### src/rtl/flash_status_pkg.sv
// Package: shared operation-kind codes and the ns-to-cycle conversion
// used by the status bit generator.
package flash_status_pkg;

    typedef enum logic [1:0] {
        OPK_PROG  = 2'd0,
        OPK_ERASE = 2'd1,
        OPK_SUSP  = 2'd2,
        OPK_SPROG = 2'd3
    } op_kind_e;

    // Round a duration in ns up to whole clock cycles (at least 1).
    function automatic int ns_to_cycles(input int ns, input int period_ns);
        int c;
        c = (ns + period_ns - 1) / period_ns;
        return (c < 1) ? 1 : c;
    endfunction

endpackage

### src/rtl/fsg_read_edge.sv
// Read-cycle detector. A read is open while both active-low strobes are
// low; one pulse is produced on the first clock of each open read.
// Assumes the strobes are already in the clk domain.
module fsg_read_edge (
    input  logic clk,
    input  logic rst_n,
    input  logic oe_n,
    input  logic ce_n,
    output logic rd_edge
);
    logic rd_open;
    logic rd_open_q;

    assign rd_open = !oe_n && !ce_n;

    // Remember last cycle's read state for leading-edge detection.
    always_ff @(posedge clk) begin
        if (!rst_n) rd_open_q <= 1'b0;
        else        rd_open_q <= rd_open;
    end

    assign rd_edge = rd_open && !rd_open_q;
endmodule

### src/rtl/fsg_toggle_bit.sv
// Toggle bit register. It clears on a new operation, and it inverts on each
// read edge while enabled. The clear wins over a same-cycle read.
module fsg_toggle_bit (
    input  logic clk,
    input  logic rst_n,
    input  logic clear,
    input  logic enable,
    input  logic rd_edge,
    output logic tog_q
);
    // Hold, clear or invert the toggle state.
    always_ff @(posedge clk) begin
        if (!rst_n)                  tog_q <= 1'b0;
        else if (clear)              tog_q <= 1'b0;
        else if (enable && rd_edge)  tog_q <= !tog_q;
    end
endmodule

### src/rtl/fsg_phantom_timer.sv
// False-busy window timer for protected targets. A protected start loads
// two limits (program or erase set) and counts cycles from the start.
// win7 is open for lim7 cycles and win6 for lim6 cycles.
// Assumes P6_CYC >= P7_CYC. Any start without protection cancels a window.
module fsg_phantom_timer #(
    parameter int P7_CYC = 250,
    parameter int P6_CYC = 500,
    parameter int E_CYC  = 25000,
    localparam int MAXC  = (E_CYC > P6_CYC) ? E_CYC : P6_CYC,
    localparam int CW    = $clog2(MAXC + 1)
) (
    input  logic clk,
    input  logic rst_n,
    input  logic start_prot,
    input  logic cancel,
    input  logic sel_erase,
    output logic win7,
    output logic win6,
    output logic is_erase
);
    logic          run;
    logic [CW-1:0] cnt;
    logic [CW-1:0] lim7;
    logic [CW-1:0] lim6;

    // Load limits on a protected start, count while running, stop at lim6.
    always_ff @(posedge clk) begin
        if (!rst_n) begin
            run      <= 1'b0;
            cnt      <= '0;
            lim7     <= '0;
            lim6     <= '0;
            is_erase <= 1'b0;
        end else if (start_prot) begin
            run      <= 1'b1;
            cnt      <= '0;
            lim7     <= sel_erase ? CW'(E_CYC) : CW'(P7_CYC);
            lim6     <= sel_erase ? CW'(E_CYC) : CW'(P6_CYC);
            is_erase <= sel_erase;
        end else if (cancel) begin
            run <= 1'b0;
            cnt <= '0;
        end else if (run) begin
            if (cnt == lim6 - CW'(1)) run <= 1'b0;
            cnt <= cnt + CW'(1);
        end
    end

    assign win7 = run && (cnt < lim7);
    assign win6 = run;
endmodule

### src/rtl/flash_status_gen.sv
// Status bit generator for a NOR-flash behavioural controller.
// It substitutes bit 7 (polling) and bit 6 (toggle) of read data while a
// program/erase runs, while erase is suspended, or during a protected
// false-busy window. Assumes op_start is a one-cycle pulse and that busy
// stays low for protected starts.
module flash_status_gen #(
    parameter int CLK_PERIOD_NS = 4,
    parameter int PROG_DQ7_NS   = 1000,
    parameter int PROG_DQ6_NS   = 2000,
    parameter int ERASE_PROT_NS = 100000,
    parameter int DW            = 8,
    localparam int P7_CYC = flash_status_pkg::ns_to_cycles(PROG_DQ7_NS, CLK_PERIOD_NS),
    localparam int P6_CYC = flash_status_pkg::ns_to_cycles(PROG_DQ6_NS, CLK_PERIOD_NS),
    localparam int E_CYC  = flash_status_pkg::ns_to_cycles(ERASE_PROT_NS, CLK_PERIOD_NS)
) (
    input  logic          clk,
    input  logic          rst_n,
    input  logic          op_start,
    input  logic [1:0]    op_kind,
    input  logic          busy,
    input  logic [DW-1:0] prog_data,
    input  logic          prog_prot,
    input  logic          erase_prot,
    input  logic          oe_n,
    input  logic          ce_n,
    input  logic [DW-1:0] array_data,
    output logic [DW-1:0] rd_data
);
    import flash_status_pkg::*;

    op_kind_e kind;
    logic     datum7_q;
    logic     rd_edge;
    logic     tog_q;
    logic     tog_en;
    logic     tog_clr;
    logic     ph7_win;
    logic     ph6_win;
    logic     ph_erase;
    logic     start_prot;
    logic     is_prog;
    logic     dq7_ovr;
    logic     dq7_val;
    logic     dq6_ovr;

    assign kind    = op_kind_e'(op_kind);
    assign is_prog = (kind == OPK_PROG) || (kind == OPK_SPROG);

    assign start_prot = op_start &&
                        ((is_prog && prog_prot) || (kind == OPK_ERASE && erase_prot));
    assign tog_clr    = op_start && (kind != OPK_SUSP);

    // Latch bit 7 of the datum when a program-type operation starts.
    always_ff @(posedge clk) begin
        if (!rst_n)                 datum7_q <= 1'b0;
        else if (op_start && is_prog) datum7_q <= prog_data[DW-1];
    end

    fsg_read_edge u_edge (
        .clk     (clk),
        .rst_n   (rst_n),
        .oe_n    (oe_n),
        .ce_n    (ce_n),
        .rd_edge (rd_edge)
    );

    fsg_phantom_timer #(
        .P7_CYC (P7_CYC),
        .P6_CYC (P6_CYC),
        .E_CYC  (E_CYC)
    ) u_timer (
        .clk        (clk),
        .rst_n      (rst_n),
        .start_prot (start_prot),
        .cancel     (op_start),
        .sel_erase  (kind == OPK_ERASE),
        .win7       (ph7_win),
        .win6       (ph6_win),
        .is_erase   (ph_erase)
    );

    assign tog_en = ph6_win || (!ph7_win && busy && kind != OPK_SUSP);

    fsg_toggle_bit u_tog (
        .clk     (clk),
        .rst_n   (rst_n),
        .clear   (tog_clr),
        .enable  (tog_en),
        .rd_edge (rd_edge),
        .tog_q   (tog_q)
    );

    // Pick which status bits replace array data, with windows taking priority.
    always_comb begin
        dq7_ovr = 1'b0;
        dq7_val = 1'b0;
        dq6_ovr = 1'b0;
        if (ph6_win) begin
            dq6_ovr = 1'b1;
            if (ph7_win) begin
                dq7_ovr = 1'b1;
                dq7_val = ph_erase ? 1'b0 : !datum7_q;
            end
        end else if (kind == OPK_SUSP) begin
            dq7_ovr = 1'b1;
            dq7_val = 1'b1;
            dq6_ovr = 1'b1;
        end else if (busy) begin
            dq7_ovr = 1'b1;
            dq7_val = (kind == OPK_ERASE) ? 1'b0 : !datum7_q;
            dq6_ovr = 1'b1;
        end
    end

    // Merge status bits into the array data.
    always_comb begin
        rd_data       = array_data;
        rd_data[DW-1] = dq7_ovr ? dq7_val : array_data[DW-1];
        rd_data[DW-2] = dq6_ovr ? tog_q   : array_data[DW-2];
    end
endmodule

### config.mk
export PLATFORM = sky130hd
export DESIGN_NAME = flash_status_gen
export DESIGN_NICKNAME = d
export VERILOG_FILES = /design/src/rtl/flash_status_pkg.sv /design/src/rtl/fsg_read_edge.sv /design/src/rtl/fsg_toggle_bit.sv /design/src/rtl/fsg_phantom_timer.sv /design/src/rtl/flash_status_gen.sv
export SDC_FILE = /design/constraint.sdc
export NUM_CORES = 1
export LEC_CHECK = 0
export ABC_AREA = 1
export ABC_CLOCK_PERIOD_IN_PS = 2000
export BUFFER_PORTS_ARGS = -buffer_cell sky130_fd_sc_hd__buf_2
export CAP_MARGIN = 10
export CORE_MARGIN = 2
export CORE_UTILIZATION = 50
export CTS_CLUSTER_DIAMETER = 200
export DETAILED_ROUTE_END_ITERATION = 8
export PLACE_DENSITY_LB_ADDON = 0.08
export SETUP_SLACK_MARGIN = 0.1
export SYNTH_ARGS = -nofsm -noshare
export SYNTH_HDL_FRONTEND = slang
export SYNTH_SLANG_ARGS = --single-unit
export TNS_END_PERCENT = 1
### constraint.sdc
create_clock -name clk -period 2 [get_ports clk]
set_input_delay 0.2 -clock clk [delete_from_list [all_inputs] [get_ports clk]]
set_output_delay 0.2 -clock clk [all_outputs]
set_load 0.05 [all_outputs]
==> metrics.sh <==
H-TREE-DEPTH=1
CORE-AREA_UM2=3030
DRT_FIRST_PASS_ITERS=4
DP.CELLS=295
VIAS=1476
STARTPOINT_TYPE='flop'
RUN_STATUS='finished with violations'
SLEW-LIMIT-HEADROOM_PCT=72.9
TIMING.FINAL.WS_SETUP_NS=-0.0162
TRITONCTS='yes'
FINAL_CELL_COUNT_NO_FILL=299
SYNTHMOSTINSTANTIATEDCELL='sky130_fd_sc_hd__nand2_1'
LAYOUT-DRIVE-GT1-SHARE_PCT=22.7
GRT_MAX_DEGREE=13
FAILED_CHECKS='negative setup slack'
FINAL_NET_COUNT=295
LEADING_AREA_CONTRIBUTOR_AFTER_SYNTHESIS='sky130_fd_sc_hd__dfxtp_1'
CP_DATA_ARRIVAL_TIME_NS=1.82
SKEW_NS=0.00940
TIMING.MAX_CAP.VIOLATIONS=0
MAX_FREQ_MHz=496
CRITICAL_PATH.MAX_FANOUT=3
SETUP.WORST_PATH.CLASS='reg -> out'
POST_SYNTH_AND_OR_NAND_NOR_AREA_FRACTION_PCT=32.9
POST_SYNTH_INST_COUNT=236
GRT_PASS1_VIAS=1270
POST_CTS_BUFFERS=0
DESIGN_AREA_UM2=1830
NUMCLOCKSINKS=22
DIEAREA_UM2=3620
SLEW_VIOLATIONS=0
CLK_ROOT_BUFFER_CELL='sky130_fd_sc_hd__clkbuf_4'
NUMBER_OF_ANTENNA_VIOLATIONS_AT_THE_FIRST_CHECK_IN_GLOBAL_ROUTING=0
TIMING_WORST_SLEW_PIN_VALUE_NS=0.407
HOLDCRITPATHCLASS='in -> reg'
INSERTEDDIODECOUNT=0
ANTENNA_LEFT=0
SYNTH_TOP_FAMILY_BY_AREA='simple AND/OR/NAND/NOR gates'
GRT-OVFL-TOTAL=0
R2R_SETUP_SLACK_NS=0.28
CRIT_PATH_END_KIND='output pin'
FINALSETUPVIOLCOUNT=1
PLACE_CONGESTION=0.856
RSZ0062_AT_GRT='yes'
ROUTE.FINAL.WIRE_LENGTH_UM=3450
YOSYS.CELL_TYPES.COUNT=30
GRTUSAGETOTAL_PCT=21.2
POST_SYNTH.CELL_AREA_AVG_UM2=6.69
SYNTHFLOPTYPE='sky130_fd_sc_hd__dfxtp_1'
CLK_PATH_BUF_DEPTH=2
DPL-INSTANCE-AREA_UM2=1720
INSERTION_DELAY_NS=0.32
PLACEMENT.IO_BUFFERS=14
CORE.ROWCOUNT=20
FINAL_HOLD_FAILS=0
DP_HPWL_UM=2680
SYNTH_EDF_COUNT=0
YS_SEQ_AREA_SHARE_PCT=27.9
FINAL_PERIOD_MINUS_WORST_SETUP_SLACK_NS=2.02
SYNTH_AREA_UM2=1580
DRCVIOLATIONCOUNT=0
WIRE_PER_INST_UM=11.5
YS_FF_LATCH=22
TOTAL_NETS_AFTER_SYNTHESIS=275
DETAILEDROUTE.FIRSTITERATIONVIOLATIONS=57
CELLPOWERDENSITY_nW_PER_UM2=511
SYNTHDOMINANTCELLAREASHARE_PCT=27.9
POST_SYNTH_MOST_FREQUENT_CELLS='sky130_fd_sc_hd__nand2_1, sky130_fd_sc_hd__inv_1, sky130_fd_sc_hd__a21oi_1'
POST_SYNTH_MAIN_AREA_CONTRIBUTORS='sky130_fd_sc_hd__dfxtp_1, sky130_fd_sc_hd__nand2_1, sky130_fd_sc_hd__ha_1, sky130_fd_sc_hd__inv_1, sky130_fd_sc_hd__a21oi_1'
ASYNC_FLOP_SHARE_PCT=0
IO_PINS=34
FLOORPLAN.INITIALDENSITY_PCT=52.1
CHIPWIDTH_UM=60.2
SYNTHTOLAYOUTAREAGROWTH_PCT=16.2
VIA_PER_INST=4.94
SYNTH-COMPOUND-AREA-SHARE_PCT=15.3
LAYOUT_WORST_PATH_CYCLE_SHARE_PCT=101
POWER.IR.VDD_WORST_mV=0.353
YOSYS_WARNINGS=0
DIE_H_UM=60.2
SYNTH_XOR_XNOR_AREA_SHARE_PCT=0.555
GRT_PASS1_WL_UM=5690
WORSTPATHREQUIRED_NS=1.80
SYNTHMUXAREASHARE_PCT=0.713
SYNTHADDERAREAFRAC_PCT=10.3
CLKTRANSATPATHREGS_NS=0.13
CTS_BUFFERS=3
POWER.STATIC_LEAKAGE_nW=0.831
## power breakdown
part	switching (mW)	internal [mW]	total (mW)
Combinational	0.131	0.0869	0.218
Clock	0.150	0.111	0.261
Sequential	0.00963	0.449	0.458
## final cells by class
type / instances / area, um^2
clock buffers: 4 / 36.3
fillers: 301 / 1190
inverters: 37 / 144
multi-input cells: 169 / 1010
flip-flops and latches: 22 / 447
well taps: 44 / 55.1
repair buffers: 23 / 144
## flip-flops by register name, summed over array words and instances (netlist names)
register / flops
u_timer.lim7: 3
u_timer.win6: 1
u_timer.cnt: 15
u_edge.rd_open_q: 1
datum7_q: 1
u_tog.tog_q: 1
## what timing repair did
item / in CTS / in global routing
hold buffers: 0 / 0
setup endpoints to repair: 1 / 3
gates resized for setup: 17 / 5
pin swaps: 6 / 3
## final timing paths
| check | start | to | cells past startpoint |
|---|---|---|---|
| worst max-delay path | u_timer.lim7[6] | rd_data[7] | 11 |
| worst min-delay path | oe_n | u_edge.rd_open_q | 2 |
| worst max register to register | u_timer.lim7[6] | u_timer.win6 | 12 |
| worst min register to register | u_tog.tog_q | u_tog.tog_q | 1 |
## logic make-up after synthesis
| group | after synthesis |
|---|---|
| and+or+nand+nor | 110 |
| buffers and inverters | 45 |
| AOI/OAI and AO/OA | 44 |
| DFF | 22 |
| adders and majority gates | 13 |
| xor gates and xnor gates | 1 |
| muxes | 1 |
## placed cells by master (no fill, tap or decap)
master / count
sky130_fd_sc_hd__o211ai_1: 1
sky130_fd_sc_hd__buf_4: 9
sky130_fd_sc_hd__o21ai_0: 13
sky130_fd_sc_hd__nor2_4: 1
sky130_fd_sc_hd__nand4_4: 1
sky130_fd_sc_hd__xor2_1: 1
sky130_fd_sc_hd__o21ai_1: 3
sky130_fd_sc_hd__ha_4: 4
sky130_fd_sc_hd__a211oi_1: 1
sky130_fd_sc_hd__clkbuf_8: 1
sky130_fd_sc_hd__nand2_4: 1
sky130_fd_sc_hd__a21oi_1: 23
sky130_fd_sc_hd__clkbuf_4: 3
sky130_fd_sc_hd__nand2_2: 4
sky130_fd_sc_hd__nand3_2: 1
sky130_fd_sc_hd__inv_1: 32
sky130_fd_sc_hd__a21oi_4: 1
sky130_fd_sc_hd__nor3_2: 1
sky130_fd_sc_hd__nor3_4: 1
sky130_fd_sc_hd__ha_2: 1
sky130_fd_sc_hd__dfxtp_1: 17
sky130_fd_sc_hd__nor4_1: 1
sky130_fd_sc_hd__a31oi_1: 1
sky130_fd_sc_hd__buf_2: 13
sky130_fd_sc_hd__inv_4: 2
sky130_fd_sc_hd__a32oi_1: 1
sky130_fd_sc_hd__nand3_1: 18
sky130_fd_sc_hd__ha_1: 8
sky130_fd_sc_hd__inv_2: 3
sky130_fd_sc_hd__nor3b_2: 1
sky130_fd_sc_hd__nand2_1: 51
sky130_fd_sc_hd__nor3_1: 6
sky130_fd_sc_hd__dfxtp_2: 5
sky130_fd_sc_hd__buf_6: 1
sky130_fd_sc_hd__nor2_2: 3
sky130_fd_sc_hd__mux2_2: 1
sky130_fd_sc_hd__nor2_1: 19
sky130_fd_sc_hd__nand4_1: 1
## worst max-delay path, stage by stage (launching register included)
cell and delay (ns):
sky130_fd_sc_hd__dfxtp_2 0.38, sky130_fd_sc_hd__inv_4 0.05, sky130_fd_sc_hd__ha_4 0.27, sky130_fd_sc_hd__nand2_2 0.05, sky130_fd_sc_hd__nor2_2 0.08, sky130_fd_sc_hd__o21ai_1 0.07
sky130_fd_sc_hd__o211ai_1 0.12, sky130_fd_sc_hd__nand2_1 0.10, sky130_fd_sc_hd__nand2_1 0.08, sky130_fd_sc_hd__nand3_1 0.06, sky130_fd_sc_hd__nand3_1 0.08, sky130_fd_sc_hd__buf_6 0.16
## stage by stage
stage | hold WS (ns) | util [%] | setup TNS [ns] | setup WS (ns) | power [mW]
2_1_floorplan | 0.277 | - | 0 | 0.108 | 0.640
3_3_place_gp | 0.384 | 56.7 | 0 | 0.179 | 0.661
3_5_place_dp | 0.384 | 56.7 | 0 | 0.147 | 0.664
4_1_cts | 0.0425 | 60.2 | -0.0220 | -0.0220 | 0.934
5_1_grt | 0.0265 | 60.6 | -0.207 | -0.207 | 0.990
6_report | 0.0431 | 60.6 | -0.0162 | -0.0162 | 0.937
## routing by layer
| layer | GRT usage (%) | up-vias | share of wire [%] |
|---|---|---|---|
| li1 | - | 806 | - |
| met1 | 27.6 | 648 | 49 |
| met2 | 36.0 | 17 | 47 |
| met3 | 2.60 | 5 | 2.5 |
| met4 | 6.67 | 0 | 1.3 |
| met5 | 0 | - | 0 |
(Power assumes the default switching activity.)
